**config.mk**
```make
export PLATFORM = sky130hd
export DESIGN_NAME = ssio_top
export DESIGN_NICKNAME = d
export VERILOG_FILES = /design/src/rtl/ssio_pkg.sv /design/src/rtl/ssio_baud_timer.sv /design/src/rtl/ssio_clk_sync.sv /design/src/rtl/ssio_shift_core.sv /design/src/rtl/ssio_top.sv
export SDC_FILE = /design/constraint.sdc
export NUM_CORES = 1
export LEC_CHECK = 0
export ABC_AREA = 1
export BUFFER_PORTS_ARGS = -buffer_cell sky130_fd_sc_hd__buf_4
export CAP_MARGIN = 30
export CELL_PAD_IN_SITES_DETAIL_PLACEMENT = 1
export CELL_PAD_IN_SITES_GLOBAL_PLACEMENT = 1
export CORE_ASPECT_RATIO = 2
export CORE_MARGIN = 4
export CORE_UTILIZATION = 38
export CTS_CLUSTER_DIAMETER = 50
export DETAILED_ROUTE_END_ITERATION = 10
export GPL_ROUTABILITY_DRIVEN = 0
export GPL_TIMING_DRIVEN = 0
export MAX_ROUTING_LAYER = met4
export PLACE_DENSITY_LB_ADDON = 0.1
export SYNTH_ARGS = -nofsm -noshare
export SYNTH_HDL_FRONTEND = slang
export SYNTH_HIERARCHICAL = 1
export SYNTH_SLANG_ARGS = --single-unit
```
**constraint.sdc**
```tcl
create_clock -name clk -period 1.55 [get_ports clk]
set_input_delay 0.155 -clock clk [delete_from_list [all_inputs] [get_ports clk]]
set_output_delay 0.155 -clock clk [all_outputs]
set_load 0.05 [all_outputs]
```
**src/rtl/ssio_pkg.sv**
```systemverilog
`timescale 1ns/1ps
package ssio_pkg;

    typedef enum logic [1:0] {
        REG_DATA = 2'd0,
        REG_STAT = 2'd1,
        REG_CTRL = 2'd2,
        REG_BAUD = 2'd3
    } reg_sel_e;

    // control register, bit 0 is tx_en
    typedef struct packed {
        logic pin_serial;
        logic irq_on_done;
        logic ext_clk;
        logic rx_en;
        logic tx_en;
    } ctrl_t;

    // status register, bit 0 is buf_empty
    typedef struct packed {
        logic rx_full;
        logic shift_done;
        logic buf_empty;
    } stat_t;

    typedef enum logic [1:0] {
        EV_NONE = 2'd0,
        EV_FALL = 2'd1,
        EV_RISE = 2'd2
    } sclk_ev_e;

    // decide which shift-clock edge happens this cycle
    function automatic sclk_ev_e pick_edge(input logic ext, input logic sclk_now,
                                           input logic tick, input logic efall,
                                           input logic erise);
        if (ext) begin
            if (efall) return EV_FALL;
            if (erise) return EV_RISE;
            return EV_NONE;
        end
        if (tick) return sclk_now ? EV_FALL : EV_RISE;
        return EV_NONE;
    endfunction

endpackage

```
**src/rtl/ssio_baud_timer.sv**
```systemverilog
`timescale 1ns/1ps
module ssio_baud_timer #(
    parameter int DIV_W = 8
) (
    input  logic             clk,
    input  logic             rst,
    input  logic             run,
    input  logic             restart,
    input  logic [DIV_W-1:0] reload,
    output logic             tick
);
    logic [DIV_W-1:0] cnt_q;

    assign tick = run && (cnt_q == '0);

    always_ff @(posedge clk) begin
        if (rst) begin
            cnt_q <= '0;
        end else if (restart) begin
            cnt_q <= reload;
        end else if (run) begin
            if (cnt_q == '0) cnt_q <= reload;
            else             cnt_q <= cnt_q - 1'b1;
        end
    end
endmodule

```
**src/rtl/ssio_clk_sync.sv**
```systemverilog
`timescale 1ns/1ps
module ssio_clk_sync #(
    parameter int STAGES = 2
) (
    input  logic clk,
    input  logic rst,
    input  logic sclk_i,
    output logic fall,
    output logic rise
);
    logic [STAGES-1:0] sync_q;
    logic              prev_q;
    logic              level;

    assign level = sync_q[STAGES-1];
    assign fall  = prev_q && !level;
    assign rise  = !prev_q && level;

    always_ff @(posedge clk) begin
        if (rst) begin
            sync_q <= '1;
            prev_q <= 1'b1;
        end else begin
            sync_q <= {sync_q[STAGES-2:0], sclk_i};
            prev_q <= level;
        end
    end
endmodule

```
**src/rtl/ssio_shift_core.sv**
```systemverilog
`timescale 1ns/1ps
module ssio_shift_core
    import ssio_pkg::*;
#(
    parameter int DATA_W = 8
) (
    input  logic              clk,
    input  logic              rst,
    input  logic              tx_en,
    input  logic              rx_en,
    input  logic              ext_clk,
    input  logic              irq_on_done,
    input  logic              wr_data,
    input  logic [DATA_W-1:0] wdata,
    input  logic              tick,
    input  logic              ext_fall,
    input  logic              ext_rise,
    input  logic              rxd,
    output logic              busy,
    output logic              load_go,
    output logic              sclk_q,
    output logic              txd_q,
    output stat_t             stat,
    output logic [DATA_W-1:0] rx_data,
    output logic              irq
);
    localparam int CNT_W = $clog2(DATA_W);

    logic [DATA_W-1:0] buf_q, sh_q, sh_next;
    logic [CNT_W-1:0]  bit_cnt_q;
    logic              busy_q, be_q, sd_q, rxf_q, irq_q, te_d_q, clr_p1_q;
    logic              both_off, last_bit;
    sclk_ev_e          ev;

    assign both_off = !tx_en && !rx_en;
    assign load_go  = !both_off && !busy_q && !be_q && tx_en && te_d_q;
    assign ev       = pick_edge(ext_clk, sclk_q, tick, ext_fall, ext_rise);
    assign sh_next  = {rxd, sh_q[DATA_W-1:1]};
    assign last_bit = (bit_cnt_q == CNT_W'(DATA_W - 1));

    assign busy = busy_q;
    assign irq  = irq_q;
    assign stat = '{rx_full: rxf_q, shift_done: sd_q, buf_empty: be_q};

    always_ff @(posedge clk) begin
        if (rst) begin
            buf_q     <= '0;
            sh_q      <= '0;
            rx_data   <= '0;
            bit_cnt_q <= '0;
            busy_q    <= 1'b0;
            be_q      <= 1'b0;
            sd_q      <= 1'b0;
            rxf_q     <= 1'b0;
            irq_q     <= 1'b0;
            te_d_q    <= 1'b0;
            clr_p1_q  <= 1'b0;
            sclk_q    <= 1'b1;
            txd_q     <= 1'b1;
        end else begin
            irq_q    <= 1'b0;
            clr_p1_q <= 1'b0;
            te_d_q   <= tx_en;
            if (both_off) begin
                busy_q    <= 1'b0;
                sclk_q    <= 1'b1;
                bit_cnt_q <= '0;
            end else if (load_go) begin
                sh_q      <= buf_q;
                busy_q    <= 1'b1;
                be_q      <= 1'b1;
                bit_cnt_q <= '0;
                sclk_q    <= 1'b1;
                rxf_q     <= 1'b0;
                sd_q      <= 1'b0;
                if (!irq_on_done) irq_q <= 1'b1;
            end else if (busy_q) begin
                case (ev)
                    EV_FALL: begin
                        txd_q <= sh_q[0];
                        if (!ext_clk) sclk_q <= 1'b0;
                    end
                    EV_RISE: begin
                        sclk_q    <= 1'b1;
                        sh_q      <= sh_next;
                        bit_cnt_q <= bit_cnt_q + 1'b1;
                        if (last_bit) begin
                            busy_q    <= 1'b0;
                            bit_cnt_q <= '0;
                            if (rx_en) begin
                                rx_data <= sh_next;
                                rxf_q   <= 1'b1;
                            end
                            if (be_q) begin
                                sd_q <= 1'b1;
                                if (irq_on_done) irq_q <= 1'b1;
                            end
                        end
                    end
                    default: ;
                endcase
            end
            // transmitter switched on: both flags up, request raised
            if (tx_en && !te_d_q) begin
                be_q  <= 1'b1;
                sd_q  <= 1'b1;
                irq_q <= 1'b1;
            end
            if (wr_data && tx_en) begin
                buf_q    <= wdata;
                be_q     <= 1'b0;
                clr_p1_q <= 1'b1;
            end
            // second stage of the delayed shift_done clear
            if (clr_p1_q) sd_q <= 1'b0;
        end
    end

    // shift_done is low two cycles after an accepted buffer write
    assert_done_clears_R4: assert property (@(posedge clk) disable iff (rst)
        (wr_data && tx_en) |=> ##1 !sd_q);

    // whenever a frame ends or aborts, the shift clock is parked high
    assert_sclk_parks_high_R7: assert property (@(posedge clk) disable iff (rst)
        $fell(busy_q) |-> sclk_q);

    // the external clock mode never pulls the internal clock low
    assert_ext_no_drive_R9: assert property (@(posedge clk) disable iff (rst)
        (busy_q && ext_clk) |-> sclk_q);

    // an interrupt pulse always comes with a raised flag
    assert_irq_has_flag_R3: assert property (@(posedge clk) disable iff (rst)
        irq_q |-> (be_q || sd_q));
endmodule

```
**src/rtl/ssio_top.sv**
```systemverilog
`timescale 1ns/1ps
module ssio_top
    import ssio_pkg::*;
#(
    parameter int DATA_W      = 8,
    parameter int DIV_W       = 8,
    parameter int SYNC_STAGES = 2
) (
    input  logic              clk,
    input  logic              rst,
    input  logic [1:0]        bus_addr,
    input  logic              bus_wr,
    input  logic [DATA_W-1:0] bus_wdata,
    output logic [DATA_W-1:0] bus_rdata,
    input  logic              rxd_i,
    input  logic              sclk_i,
    input  logic              port_val_i,
    output logic              txd_o,
    output logic              sclk_o,
    output logic              sclk_oe,
    output logic              tx_irq
);
    localparam int CTRL_W = $bits(ctrl_t);
    localparam int STAT_W = $bits(stat_t);

    ctrl_t             ctrl_q;
    logic [DIV_W-1:0]  baud_q;
    stat_t             stat;
    logic [DATA_W-1:0] rx_data;
    logic              wr_data, busy, load_go, tick, ext_fall, ext_rise;
    logic              sclk_q, txd_q, irq;
    reg_sel_e          sel;

    assign sel     = reg_sel_e'(bus_addr);
    assign wr_data = bus_wr && (sel == REG_DATA);

    always_ff @(posedge clk) begin
        if (rst) begin
            ctrl_q <= '0;
            baud_q <= '0;
        end else if (bus_wr) begin
            if (sel == REG_CTRL)
                ctrl_q <= ctrl_t'(bus_wdata[CTRL_W-1:0]);
            if (sel == REG_BAUD && !ctrl_q.tx_en && !ctrl_q.rx_en)
                baud_q <= bus_wdata[DIV_W-1:0];
        end
    end

    always_comb begin
        bus_rdata = '0;
        case (sel)
            REG_DATA: bus_rdata = rx_data;
            REG_STAT: bus_rdata[STAT_W-1:0] = stat;
            REG_CTRL: bus_rdata[CTRL_W-1:0] = ctrl_q;
            REG_BAUD: bus_rdata[DIV_W-1:0]  = baud_q;
            default:  bus_rdata = '0;
        endcase
    end

    ssio_baud_timer #(.DIV_W(DIV_W)) u_timer (
        .clk     (clk),
        .rst     (rst),
        .run     (busy && !ctrl_q.ext_clk),
        .restart (load_go),
        .reload  (baud_q),
        .tick    (tick)
    );

    ssio_clk_sync #(.STAGES(SYNC_STAGES)) u_sync (
        .clk    (clk),
        .rst    (rst),
        .sclk_i (sclk_i),
        .fall   (ext_fall),
        .rise   (ext_rise)
    );

    ssio_shift_core #(.DATA_W(DATA_W)) u_core (
        .clk         (clk),
        .rst         (rst),
        .tx_en       (ctrl_q.tx_en),
        .rx_en       (ctrl_q.rx_en),
        .ext_clk     (ctrl_q.ext_clk),
        .irq_on_done (ctrl_q.irq_on_done),
        .wr_data     (wr_data),
        .wdata       (bus_wdata),
        .tick        (tick),
        .ext_fall    (ext_fall),
        .ext_rise    (ext_rise),
        .rxd         (rxd_i),
        .busy        (busy),
        .load_go     (load_go),
        .sclk_q      (sclk_q),
        .txd_q       (txd_q),
        .stat        (stat),
        .rx_data     (rx_data),
        .irq         (irq)
    );

    assign txd_o   = ctrl_q.pin_serial ? txd_q : port_val_i;
    assign sclk_o  = sclk_q;
    assign sclk_oe = !ctrl_q.ext_clk;
    assign tx_irq  = irq;

    // enabling the transmitter raises both flags and the request
    assert_enable_sets_flags_R2: assert property (@(posedge clk) disable iff (rst)
        $rose(ctrl_q.tx_en) |=> (stat.buf_empty && stat.shift_done && tx_irq));

    // the divider value is frozen while either direction is on
    assert_baud_locked_R11: assert property (@(posedge clk) disable iff (rst)
        (ctrl_q.tx_en || ctrl_q.rx_en) |=> $stable(baud_q));
endmodule

```
## After elaboration in Yosys (flattened, before gate mapping)

Index checks and enable logic that the tools add are counted.
Widths: inputs -> output; s select.

- Flip-flop bits (word level): 60
- Input port bits: 16
- Logic and storage cells: 143

- Add/subtract/negate cells: 2
- Eq/ne operators: 8
- Muxes and demuxes: 59
- Bitwise gates (word level): 2
- Reductions and logical operators: 50

Operators by type and width:

| kind | number |
|---|---|
| $mux 8 | 6 |
| $mux 1 | 39 |
| $mux 2 | 9 |
| $logic_and 1x1->1 | 14 |
| $reduce_bool 2->1 | 7 |
| $pmux 3 s4 | 1 |
| $reduce_bool 3->1 | 4 |
| $reduce_and 5->1 | 2 |
| $logic_not 1->1 | 9 |
| $logic_not 8->1 | 1 |
| $reduce_and 2->1 | 4 |
| $sub 8x1->8 const B | 1 |
| $eq 2x2->1 const B | 3 |
| $pmux 2 s3 | 1 |
| $pmux 3 s2 | 1 |
| $reduce_and 3->1 | 2 |
| $reduce_and 6->1 | 1 |
| $reduce_or 2->1 | 3 |
| $eq 2x1->1 const B | 2 |
| $ne 2x2->1 const B | 2 |
| $reduce_and 4->1 | 1 |
| $add 3x1->3 const B | 1 |
| $eq 3x3->1 const B | 1 |
| $mux 3 | 1 |
| 4 further kinds | 5 |

## Logic depth before layout (Yosys ltp)

- Word-level depth: 18
- Depth in mapped cells: 11

## By module

The synthesis kept the hierarchy.

By module, submodules not included:

| module | times used | cells an instance | area each (µm²) |
|---|---|---|---|
| ssio_shift_core | 1 | 225 | 1637.8 |
| ssio_top | 1 | 134 | 860.8 |
| ssio_baud_timer | 1 | 89 | 578.1 |
| ssio_clk_sync | 1 | 13 | 97.6 |

## Least setup slack after synthesis

OpenSTA, ideal clock, no wires.

- Path type: flip-flop to flip-flop
- From: register u_timer.cnt_q[0]
- To: register u_core.rx_data[0]
- Setup time: 0.120 ns
- Arrival time: 1.565 ns
- Required time: 1.430 ns
- Setup slack: -0.135 ns
- Stages on the path, launching flop included: 10
- Clock period less this slack: 1.685 ns
- Path through: dfxtp_1 inv_1 ha_1 nand2_1 nor3b_1 nand3_2 nand2_1 nand3_1 nand2_1 a21oi_1

- Word-level cells in the longest chain between the ends: 8
- Elaborated cells on any way between the ends: 9

Ends and longest elaborated chain:

| item | line | RTL |
|---|---|---|
| start, declared | ssio_baud_timer.sv:12 | `logic [DIV_W-1:0] cnt_q;` |
| start signal, assigned | ssio_baud_timer.sv:20 | `cnt_q <= reload;` |
| start signal, assigned | ssio_baud_timer.sv:22 | `if (cnt_q == '0) cnt_q <= reload;` |
| start signal, assigned | ssio_baud_timer.sv:23 | `else cnt_q <= cnt_q - 1'b1;` |
| $logic_not 8->1 (*) | ssio_baud_timer.sv:14 | `assign tick = run && (cnt_q == '0);` |
| $logic_and 1x1->1 (*) | ssio_baud_timer.sv:14 |  |
| named net tick | ssio_top.sv:30 | `logic wr_data, busy, load_go, tick, ext_fall, ext_rise;` |
| $mux 1 (2 in series) | ssio_pkg.sv:42 | `if (tick) return sclk_now ? EV_FALL : EV_RISE;` |
| $mux 2 (*) | ssio_pkg.sv:43 | `return EV_NONE;` |
| $mux 2 (*) | ssio_pkg.sv:42 |  |
| $eq 2x2->1 (*) | ssio_shift_core.sv:78 | `case (ev)` |
| $reduce_and 6->1 (no line) (*) | - |  |
| end signal, assigned | ssio_shift_core.sv:91 | `rx_data <= sh_next;` |
| end, declared | ssio_shift_core.sv:24 | `output logic [DATA_W-1:0] rx_data,` |

The timed path passes the listed nets; every way through them passes the cells marked *. The select of a mux whose other input is x is not followed.
A chain may end at the register's enable or synchronous reset.

## Worst setup path in the final report

- From: register u_timer.cnt_q[0]
- To: register u_core.sh_q[7]

- Word-level cells in the longest chain between the ends: 9
- Elaborated cells on any way between the ends: 10

Ends and longest elaborated chain:

| item | line | RTL |
|---|---|---|
| $logic_not 8->1 (*) | ssio_baud_timer.sv:14 |  |
| $logic_and 1x1->1 (*) | ssio_baud_timer.sv:14 |  |
| named net tick | ssio_top.sv:30 |  |
| $mux 1 (2 in series) | ssio_pkg.sv:42 |  |
| $mux 2 (*) | ssio_pkg.sv:43 |  |
| $mux 2 (*) | ssio_pkg.sv:42 |  |
| $eq 2x2->1 (*) | ssio_shift_core.sv:78 |  |
| $reduce_bool 2->1 (no line) (*) | - |  |
| $reduce_and 3->1 (no line) (*) | - |  |
| end signal, assigned | ssio_shift_core.sv:69 | `sh_q <= buf_q;` |
| end signal, assigned | ssio_shift_core.sv:85 | `sh_q <= sh_next;` |
| end, declared | ssio_shift_core.sv:29 | `logic [DATA_W-1:0] buf_q, sh_q, sh_next;` |

Marks and branches as above.

==> metrics.md <==
| Metric | Value |
|---|---|
| Status | `complete, but fails checks` |
| Failing checks | `setup timing` |
| Syn_area_per_cell | `6.89 um2` |
| Synth cell types | `31` |
| CTS tree | `yes` |
| Antenna Nets Post-Route | `0` |
| Worst Tran Pin Value | `roughly 560 ps` |
| Longest Clk Path Bufs | `2` |
| IO Pins | `28` |
| FF+latch count, synth | `60` |
| DR vias | `3,206` |
| Min Hold Slack | `about 53 ps` |
| DRC | `0` |
| GRT overflow | `0` |
| Fin worst setup slack | `-140 ps` |
| Critical Path RT | `1770 ps` |
| CP Data Arrival Time | `about 1900 ps` |
| Critical Path Start Type | `flip-flop` |
| Post-synth ARST share | `0` |
| Sink Count | `60` |
| Synth Area in Adders | `0.0355` |
| Max_slew headroom | `0.626` |
| Largest family of logic cells by synthesized area | `simple AND/OR/NAND/NOR gates` |
| CP peak stage delay | `around 330 ps` |
| Fin. max-slew vios | `0` |
| Initial antenna violation count | `0` |
| Initial Util | `0.394` |
| Port Buffers | `27` |
| Buf+Inv Stages, Crit Path | `2` |
| Final Net Count | `555` |
| Seq/Total Area, Yosys | `0.378` |
| FP Rows | `46` |
| Detailed Routing Iterations Pass 1 | `6` |
| Dpl hpwl | `7650 um` |
| Leak pwr | `1.96 nW` |
| Tcrit/Tclk final | `1.09` |
| Worst skew pair latency | `330 ps` |
| Final Hold Fails | `0` |
| Delay-heaviest family, CP | `simple AND/OR/NAND/NOR gates` |
| Max Cap Violations | `0` |
| Final Skew | `5.19 ps` |
| Core area | `~8100 um2` |
| Setup CP Type | `reg -> reg` |
| Layout cells sized above 1 | `0.312` |
| Post-synthesis mux area share | `0.00355` |
| Crit path cell chain | `inv_4 -> ha_4 -> nand2_4 -> nor3b_4 -> nand3_2 -> nand3_4 -> nand3_4 -> buf_6 -> nor2_2 -> nor2_2` |
| Critical Path End Type | `flip-flop` |
| Cells after Synth | `461` |
| Die height | `between 100 and 150 um` |
| Final cell count without fillers | `628` |
| Final TNS setup | `-2510 ps` |
| Mapped cell area | `approximately 3200 um2` |
| Placed insts | `584` |
| Total Routed Length | `10,900 um` |
| Synth Area in Compound Gates | `0.122` |
| Setup-failing EPs final | `24` |
| CP max FO | `10` |
| Slowest CP cell | `dfxtp_2` |
| FMAX | `roughly 590 MHz` |
| VDD IR max | `roughly 0.00074 V` |
| Vias in the first global route | `3,359` |
| Total Power | `3.87 mW` |
| Routed len/inst | `17.3 um` |
| Die width | `72.6 um` |
| Xor/xnor share of the synthesized area | `0.00828` |
| CTS buffer count | `9` |
| H-tree levels | `3` |
| Power Dens Cells | `901 nW/um2` |
| Worst Hold Class | `in -> reg` |
| Final min period | `1690 ps` |
| Vias/cell | `5.11` |
| Post-synth EDFFs | `0` |
| Largest net degree at the start of global routing | `13` |
| DR iter-0 viols | `95` |
| Reg clk slew, reported paths | `about 50 ps` |
| Cell area after placement | `3510 um2` |
| First-pass GRT wire length | `~17,000 um` |
| RSZ-0062 raised after global routing | `true` |
| Post-synthesis simple-gate area fraction | `0.322` |
| Die area | `9970 um2` |
| Ys flop type | `dfxtp_1` |
| Area growth syn-to-layout | `35.2%` |
| Root Driver | `clkbuf_16` |
| Synth warn | `6` |
| Tot GR Track Use | `0.232` |
| Post-route cell area | `4290 um2` |
| Syn nets | `486` |
| Ant. Diodes | `0` |
==> cell usage after synthesis (4+ instances only) <==
cell / instances / share of area
dfxtp_1: 60 / 0.38
o21ai_0: 32 / 0.050
buf_4: 4 / 0.0095
inv_1: 70 / 0.083
buf_6: 6 / 0.021
nor2_1: 51 / 0.060
ha_1: 9 / 0.035
nand2_1: 117 / 0.14
nand3_1: 29 / 0.046
a21oi_1: 34 / 0.054
nand4_1: 11 / 0.022
==> path summary, 6_finish.rpt <==
kind / start / endpoint / slack [ps] / cells after the start
worst max-delay path: u_timer/cnt_q[0] / u_core/sh_q[7] / -140 / 10
worst min-delay path: bus_wdata[6] / u_core/buf_q[6] / 50 / 3
worst max register to register: u_timer/cnt_q[0] / u_core/sh_q[7] / -140 / 10
worst min register to register: u_sync/sync_q[0] / u_sync/sync_q[1] / 410 / 2
==> what timing repair did <==
item | CTS | global route
setup buffers | 14 | 14
gates cloned | 2 | 1
pin swaps | 16 | 27
endpoints found under the hold margin | 1 | 0
hold buffers | 1 | 0
gates resized for setup | 44 | 42
endpoints found under the setup margin | 35 | 35
==> layout by cell type, fill, tap and decap left out, types with 2 or more instances in the layout <==
master / count
clkbuf_16: 9
buf_6: 14
nor2_4: 9
o21ai_1: 3
nand4_1: 11
a21oi_2: 14
nor2_2: 4
clkinv_2: 2
nand3_4: 3
dfxtp_4: 3
dfxtp_2: 7
buf_4: 52
nand3_2: 6
nor2_1: 44
inv_4: 2
dfxtp_1: 50
a21oi_1: 23
nand2_1: 103
nand2_2: 13
nand3_1: 23
clkinvlp_4: 4
or2_2: 2
xor2_1: 2
ha_1: 8
o21ai_0: 29
o21ai_2: 3
inv_1: 65
buf_2: 3
nand2_4: 7
inv_2: 2
==> state kept, by name (all words and copies together) (netlist names), 2 cells and up <==
signal / cells
ctrl_q: 5
baud_q: 8
u_core/rx_data: 8
u_core/buf_q: 8
u_sync/sync_q: 2
u_timer/cnt_q: 8
u_core/bit_cnt_q: 3
u_core/sh_q: 8
==> report_power, final <==
group          switching, mW  internal, mW  leakage, nW  total, mW
clock                  0.663          1.25        0.140       1.92
sequential            0.0389          1.57        0.491       1.61
combinational          0.211         0.131         1.33      0.343
total                  0.914          2.95         1.96       3.87
==> worst reg2reg max path, delay by kind of cell, from the launching register on <==
| family | cells | cell delay (ps) |
|---|---|---|
| DFF | 1 | 330 |
| and+or+nand+nor | 7 | 850 |
| adders and majority gates | 1 | 150 |
| buffers and inverters | 2 | 250 |
==> area by class of cell <==
type | count | area, um2
sequential | 60 | 1220
timing repair inverter | 1 | 7.51
inverter | 73 | 290
clock buffer | 10 | 239
timing repair buffer | 57 | 457
tap | 96 | 120
buffer | 15 | 140
clock inverter | 3 | 40.0
multi-input combinational | 313 | 1780
fill | 1045 | 3770
==> per-layer routing <==
layer / up-vias / wire length [um] / track usage
met5: - / 0 / -
met4: 0 / 884 / 0.168
met3: 41 / 265 / 0.0497
met2: 64 / 6170 / 0.437
met1: 1519 / 3560 / 0.190
li1: 1582 / - / -
==> logic make-up (layout without fill, tap and decap cells) <==
kind of cell / count (synthesis) / after routing
compound gates: 73 / 73
mux: 1 / 1
fa+ha+maj: 9 / 9
xor+xnor: 3 / 3
simple gates: 227 / 227
flops: 60 / 60
buf+inv: 88 / 159
==> through the flow <==
stage	setup slack [ps]	utilization
after floorplan	18.8	-
after global placement	-419	0.436
after detailed placement	-442	0.436
after global routing	-246	0.533
final	-140	0.533
after CTS	-116	0.503
No activity file was read; power rests on OpenSTA's default activity.
